<file path="src/rtl/span_walker_pkg.sv">
// Package: shared command codes and control register selects for the span walker.
// Assumes: 2-bit command code and 3-bit register select at the block edge.
package span_walker_pkg;

    typedef enum logic [1:0] {
        OP_SYNC  = 2'b00,
        OP_BEGIN = 2'b01,
        OP_CONT  = 2'b10,
        OP_RSVD  = 2'b11
    } walk_op_e;

    localparam logic [2:0] SEL_XDOM_ST = 3'd0;
    localparam logic [2:0] SEL_XSUB_ST = 3'd1;
    localparam logic [2:0] SEL_Y_ST    = 3'd2;
    localparam logic [2:0] SEL_COUNT   = 3'd3;
    localparam logic [2:0] SEL_XDOM_IN = 3'd4;
    localparam logic [2:0] SEL_XSUB_IN = 3'd5;
    localparam logic [2:0] SEL_Y_IN    = 3'd6;

    // True when a command code asks for spans to be drawn.
    function automatic logic op_draws(input logic [1:0] op);
        return (op == OP_BEGIN) || (op == OP_CONT);
    endfunction

endpackage

</file>
<file path="src/rtl/span_ctl_regs.sv">
// Module: host control register bank. Holds start values, line count and
// per-line steps. Assumes only the host writes; the walker only reads.
// Unused selects are ignored. All fields reset to zero.
module span_ctl_regs
    import span_walker_pkg::*;
#(
    parameter int DW = 16,
    parameter int XW = 12,
    parameter int YW = 12,
    parameter int CW = 8
) (
    input  logic          clk,
    input  logic          rst_n,
    input  logic          cfg_we,
    input  logic [2:0]    cfg_sel,
    input  logic [DW-1:0] cfg_wdata,
    output logic [XW-1:0] st_xdom,
    output logic [XW-1:0] st_xsub,
    output logic [YW-1:0] st_y,
    output logic [CW-1:0] st_cnt,
    output logic [XW-1:0] inc_xdom,
    output logic [XW-1:0] inc_xsub,
    output logic [YW-1:0] inc_y
);

    // Register bank update: one field per write, selected by cfg_sel.
    always_ff @(posedge clk) begin
        if (!rst_n) begin
            st_xdom  <= '0;
            st_xsub  <= '0;
            st_y     <= '0;
            st_cnt   <= '0;
            inc_xdom <= '0;
            inc_xsub <= '0;
            inc_y    <= '0;
        end else if (cfg_we) begin
            case (cfg_sel)
                SEL_XDOM_ST: st_xdom  <= cfg_wdata[XW-1:0];
                SEL_XSUB_ST: st_xsub  <= cfg_wdata[XW-1:0];
                SEL_Y_ST:    st_y     <= cfg_wdata[YW-1:0];
                SEL_COUNT:   st_cnt   <= cfg_wdata[CW-1:0];
                SEL_XDOM_IN: inc_xdom <= cfg_wdata[XW-1:0];
                SEL_XSUB_IN: inc_xsub <= cfg_wdata[XW-1:0];
                SEL_Y_IN:    inc_y    <= cfg_wdata[YW-1:0];
                default:     ;
            endcase
        end
    end

endmodule

</file>
<file path="src/rtl/span_axis_reg.sv">
// Module: one working coordinate. Loads its start value or advances by its
// step, wrapping modulo 2^W. Assumes load and advance are never high together.
module span_axis_reg #(
    parameter int W = 12
) (
    input  logic         clk,
    input  logic         rst_n,
    input  logic         load,
    input  logic         adv,
    input  logic [W-1:0] start,
    input  logic [W-1:0] step,
    output logic [W-1:0] pos
);

    // Working position: reload on begin, step on each span taken.
    always_ff @(posedge clk) begin
        if (!rst_n)
            pos <= '0;
        else if (load)
            pos <= start;
        else if (adv)
            pos <= pos + step;
    end

endmodule

</file>
<file path="src/rtl/span_seq.sv">
// Module: command acceptance and span counting. Accepts a command only when
// idle. Begin asserts load; begin or continue with a nonzero count enters the
// walking state for that many spans. Assumes the count is stable at accept.
module span_seq
    import span_walker_pkg::*;
#(
    parameter int CW = 8
) (
    input  logic          clk,
    input  logic          rst_n,
    input  logic          cmd_valid,
    input  logic [1:0]    cmd_op,
    input  logic [CW-1:0] cnt_in,
    input  logic          span_ready,
    output logic          cmd_ready,
    output logic          span_valid,
    output logic          load,
    output logic          adv
);

    logic          busy;
    logic [CW-1:0] remain;
    logic          accept;

    // Handshake decode for the command port and the span stream.
    always_comb begin
        cmd_ready  = !busy;
        span_valid = busy;
        accept     = cmd_valid && !busy;
        load       = accept && (cmd_op == OP_BEGIN);
        adv        = busy && span_ready;
    end

    // Walk state: remaining spans, leaving the walking state after the last one.
    always_ff @(posedge clk) begin
        if (!rst_n) begin
            busy   <= 1'b0;
            remain <= '0;
        end else if (accept) begin
            if (op_draws(cmd_op) && (cnt_in != '0)) begin
                busy   <= 1'b1;
                remain <= cnt_in;
            end
        end else if (adv) begin
            remain <= remain - 1'b1;
            if (remain == CW'(1))
                busy <= 1'b0;
        end
    end

endmodule

</file>
<file path="src/rtl/span_walker.sv">
// Module: top of the span walker. Joins the control register bank, the command
// sequencer and three working coordinates. Spans leave on a valid/ready
// stream. Assumes XW, YW and CW are no wider than DW.
module span_walker #(
    parameter int DW = 16,
    parameter int XW = 12,
    parameter int YW = 12,
    parameter int CW = 8
) (
    input  logic          clk,
    input  logic          rst_n,
    input  logic          cfg_we,
    input  logic [2:0]    cfg_sel,
    input  logic [DW-1:0] cfg_wdata,
    input  logic          cmd_valid,
    input  logic [1:0]    cmd_op,
    output logic          cmd_ready,
    output logic          span_valid,
    input  logic          span_ready,
    output logic [XW-1:0] span_xdom,
    output logic [XW-1:0] span_xsub,
    output logic [YW-1:0] span_y
);

    logic [XW-1:0] st_xdom, st_xsub, inc_xdom, inc_xsub;
    logic [YW-1:0] st_y, inc_y;
    logic [CW-1:0] st_cnt;
    logic          load, adv;

    span_ctl_regs #(.DW(DW), .XW(XW), .YW(YW), .CW(CW)) regs_i (
        .clk(clk), .rst_n(rst_n),
        .cfg_we(cfg_we), .cfg_sel(cfg_sel), .cfg_wdata(cfg_wdata),
        .st_xdom(st_xdom), .st_xsub(st_xsub), .st_y(st_y), .st_cnt(st_cnt),
        .inc_xdom(inc_xdom), .inc_xsub(inc_xsub), .inc_y(inc_y)
    );

    span_seq #(.CW(CW)) seq_i (
        .clk(clk), .rst_n(rst_n),
        .cmd_valid(cmd_valid), .cmd_op(cmd_op), .cnt_in(st_cnt),
        .span_ready(span_ready),
        .cmd_ready(cmd_ready), .span_valid(span_valid),
        .load(load), .adv(adv)
    );

    span_axis_reg #(.W(XW)) xdom_i (
        .clk(clk), .rst_n(rst_n), .load(load), .adv(adv),
        .start(st_xdom), .step(inc_xdom), .pos(span_xdom)
    );

    span_axis_reg #(.W(XW)) xsub_i (
        .clk(clk), .rst_n(rst_n), .load(load), .adv(adv),
        .start(st_xsub), .step(inc_xsub), .pos(span_xsub)
    );

    span_axis_reg #(.W(YW)) y_i (
        .clk(clk), .rst_n(rst_n), .load(load), .adv(adv),
        .start(st_y), .step(inc_y), .pos(span_y)
    );

endmodule

</file>
<file path="config.mk">
export PLATFORM = sky130hd
export DESIGN_NAME = span_walker
export DESIGN_NICKNAME = d
export VERILOG_FILES = /design/src/rtl/span_walker_pkg.sv /design/src/rtl/span_ctl_regs.sv /design/src/rtl/span_axis_reg.sv /design/src/rtl/span_seq.sv /design/src/rtl/span_walker.sv
export SDC_FILE = /design/constraint.sdc
export NUM_CORES = 1
export LEC_CHECK = 0
export BUFFER_PORTS_ARGS = -buffer_cell sky130_fd_sc_hd__buf_2
export CORE_AREA = 2 2 115 117
export CTS_CLUSTER_DIAMETER = 150
export DETAILED_ROUTE_END_ITERATION = 7
export DIE_AREA = 0 0 117 119
export PLACE_DENSITY = 0.81
export REMOVE_ABC_BUFFERS = 1
export SYNTH_ARGS = -nofsm -noshare
export SYNTH_HDL_FRONTEND = slang
export SYNTH_HIERARCHICAL = 1
export SYNTH_SLANG_ARGS = --single-unit
</file>
<file path="constraint.sdc">
create_clock -name clk -period 2 [get_ports clk]
set_input_delay 0.2 -clock clk [delete_from_list [all_inputs] [get_ports clk]]
set_output_delay 0.2 -clock clk [all_outputs]
set_load 0.01 [all_outputs]
</file>
==> results by group <==
Route
  • Via density: about 5.9
  • ANT nets after route: 0
  • Drc violations: 0
  • Total number of vias: 5843
  • WL/cell: approximately 17 um
  • 1st-pass router iterations: 5
  • Final WL: 17200 um
  • First-iteration detailed-routing DRC count: 545

Placement
  • IO Port Bufs: roughly 60
  • DP HPWL: 11260 um
  • Routability cong.: 0.8794
  • Pre-CTS WS: -0.07822 ns

Floorplan
  • Chip width: 117 um
  • Starting density of the core: 0.5193
  • Die area: 13920 sq um
  • DIE HEIGHT: 119 um
  • # rows: 42
  • Core area: 12870 sq um
  • Top Ports: 64

STA
  • Slew Viols, Final: 0
  • Final setup violation count: 0
  • Crit share post-route: 0.9555
  • Hold Vio Cnt, Final: 0
  • Clock skew: 0.005559 ns
  • Slew @ Worst Pin: 0.5685 ns
  • Setup TNS: 0 ns
  • Fin crit period: around 1.9 ns
  • Fmax: between 500 and 600 MHz
  • RSZ-0062 raised after global routing: false
  • PnR worst setup slack: 0.08907 ns
  • Slew margin rel.: 0.6190

Pwr
  • Net Sw Frac: 0.2491
  • Seq pwr share: 0.441
  • Clock power frac: 0.469
  • Pint: approximately 4.4 mW
  • Pwr dens: 752.4 nW/um^2
  • NetSw: 1.471 mW
  • Lkg Pwr: about 3.7 nW
  • Max VDD drop: ~0.00064 V
  • Gate power share: 0.091
  • Total power: 5.905 mW

Clocking
  • Worst-Skew Late Latency: about 0.41 ns
  • CTS tree: built
  • TritonCTS buffer count: 17
  • CTS Hold Bufs: 0
  • Clock sink count: 125
  • CTS root buffer: clkbuf_16
  • Clk buf depth: 2
  • Clk pin slew, worst setup/hold paths: 0.05 ns
  • CTS H-tree lvls: 4

Finish
  • Share of cells above drive strength 1: 0.2074
  • Sequential cell area: 2506 sq um
  • NumNets Final: 868
  • Multi-input gate area: 3970 sq um
  • Ant. Diodes: 0
  • Layout fillers: 1039
  • Layout area overhead: 17.38%

Setup path
  • Startpoint types: flop
  • Crit path max fanout: 3
  • Worst setup startpoint: regs_i/inc_xsub[0]
  • Setup Crit Path Kind: flop to flop
  • CP Capture Type: flop
  • Critical R2R Launch: regs_i/inc_xsub[0]
  • Critical path data required time: 2.31 ns
  • Critical path arrival: 2.22 ns

Synth
  • Top-count cell post-synth: dfxtp_1
  • Syn_area_per_cell: 9.122 sq um
  • Mapped Area: 6686 sq um
  • Ys async rst share: 0
  • Seq cells post-synth: 125
  • Yosys top cell area share: 0.3743
  • Register area share after synthesis: 0.3743
  • Mapped Cells: 733
  • Yosys top cell by area: dfxtp_1
  • Commonest cells in the netlist: dfxtp_1, nand2_1, mux2i_1
  • Synth Flop Type: dfxtp_1
  • Post-synthesis cell type count: 69
  • Top cells by area, synth: dfxtp_1, mux2i_1, ha_1
  • Yosys warns: 6
  • EDFF count, synth: 0

GRT
  • Number of global-route vias before repair: 5703
  • First-pass GRT wire length: 27860 um
  • GRT Total Usage: 0.2547
  • Largest net degree at the start of global routing: between 40 and 50
  • Antenna violations before repair: 0
  • Remaining global-route overflow: 0

Worst hold path
  • Hold Crit Start: span_ready
  • Hold WC Path Type: primary input to flop

Run
  • Max_cap viols: 0

Run status
  • Status: finished, final reports clean
==> cell type report <==
class	count	area share
Multi-Input combinational cell	546	0.5058
Sequential cell	125	0.3193
Timing Repair Buffer	86	0.06536
Clock buffer	21	0.05994
Tap cell	176	0.02806
Inverter	27	0.01291
Clock inverter	10	0.008608
==> sequential cells by signal (all words and copies together) (netlist names) <==
name              count
regs_i/st_xdom       12
seq_i/span_valid      1
regs_i/st_xsub       12
regs_i/inc_xsub      12
regs_i/inc_y         12
seq_i/remain          8
regs_i/st_y          12
xsub_i/pos           12
xdom_i/pos           12
regs_i/st_cnt         8
regs_i/inc_xdom      12
y_i/pos              12
==> critical path, cell delays in order (launching register included) <==
cell and delay, ns:
dfxtp_2 0.36, ha_4 0.15, inv_1 0.05, fa_2 0.37, nor2b_4 0.16, o31ai_4 0.08, a211oi_2 0.30, nor3_1 0.08
o32ai_1 0.25
==> routing by layer <==
metal  vias up  part of all wire  global-route usage
met4         0             0.027              0.1103
met3        43             0.045             0.05191
met1      2805              0.43              0.3120
met5         -                 0                   0
li1       2805                 -                   -
met2       190              0.50              0.4288
==> logic make-up after synthesis <==
family / after synthesis / synth area share
flops: 125 / 0.3743
simple gates: 226 / 0.1679
mux: 86 / 0.1289
compound gates: 178 / 0.1883
fa+ha+maj: 39 / 0.07635
xor+xnor: 17 / 0.02227
buf+inv: 62 / 0.04210
==> through the flow <==
| step | util | instances | hold WS [ns] | area, sq um |
|---|---|---|---|---|
| floorplan | - | 698 | 0.3169 | 6506 |
| global placement | 0.5618 | 959 | 0.4391 | 7233 |
| detailed placement | 0.5618 | 959 | 0.4441 | 7233 |
| CTS | 0.6046 | 990 | 0.1986 | 7784 |
| global route | 0.6096 | 991 | 0.2518 | 7849 |
| finish | 0.6096 | 991 | 0.2081 | 7849 |
==> cells in the final DEF, fill, tap and decap left out, drive strengths merged, types with 4 or more instances in the layout <==
master,Yosys,final
dfxtp,125,125
nand2,119,119
buf,17,86
mux2i,85,85
a21oi,65,65
ha,36,36
inv,27,27
nor2,27,27
clkbuf,18,21
o21ai,16,16
and3,15,15
a211oi,13,13
nor3,12,12
o32ai,11,11
a21o,11,11
o22ai,10,10
nor3b,10,10
o21a,10,10
xnor2,9,9
xor2,8,8
nand3,6,6
clkinv,0,6
nor2b,6,6
o211ai,6,6
nand4,5,5
and2,5,5
clkinvlp,0,4
o211a,4,4
o31ai,4,4
==> final timing paths <==
path / to / slack, ns / cells after the start
setup / recovery: xsub_i/pos[10] / 0.09 / 8
hold / removal: seq_i/span_valid / 0.21 / 4
setup reg to reg: xsub_i/pos[10] / 0.09 / 8
hold reg to reg: seq_i/remain[7] / 0.44 / 2
==> power groups by stage <==
stage / clock, mW / sequential [mW] / combinational (mW)
2_1_floorplan: 0 / 2.65 / 0.310
3_3_place_gp: 0 / 2.65 / 0.509
3_5_place_dp: 0 / 2.65 / 0.519
4_1_cts: 2.80 / 2.60 / 0.526
5_1_grt: 2.91 / 2.61 / 0.581
6_report: 2.77 / 2.60 / 0.535
==> what timing repair did <==
item	4_1_cts	5_1_grt
resized for setup	3	14
endpoints found under the setup margin	3	8
pin swaps	0	7
buffers inserted	0	1
cloned	0	0
(Power assumes the default switching activity.)
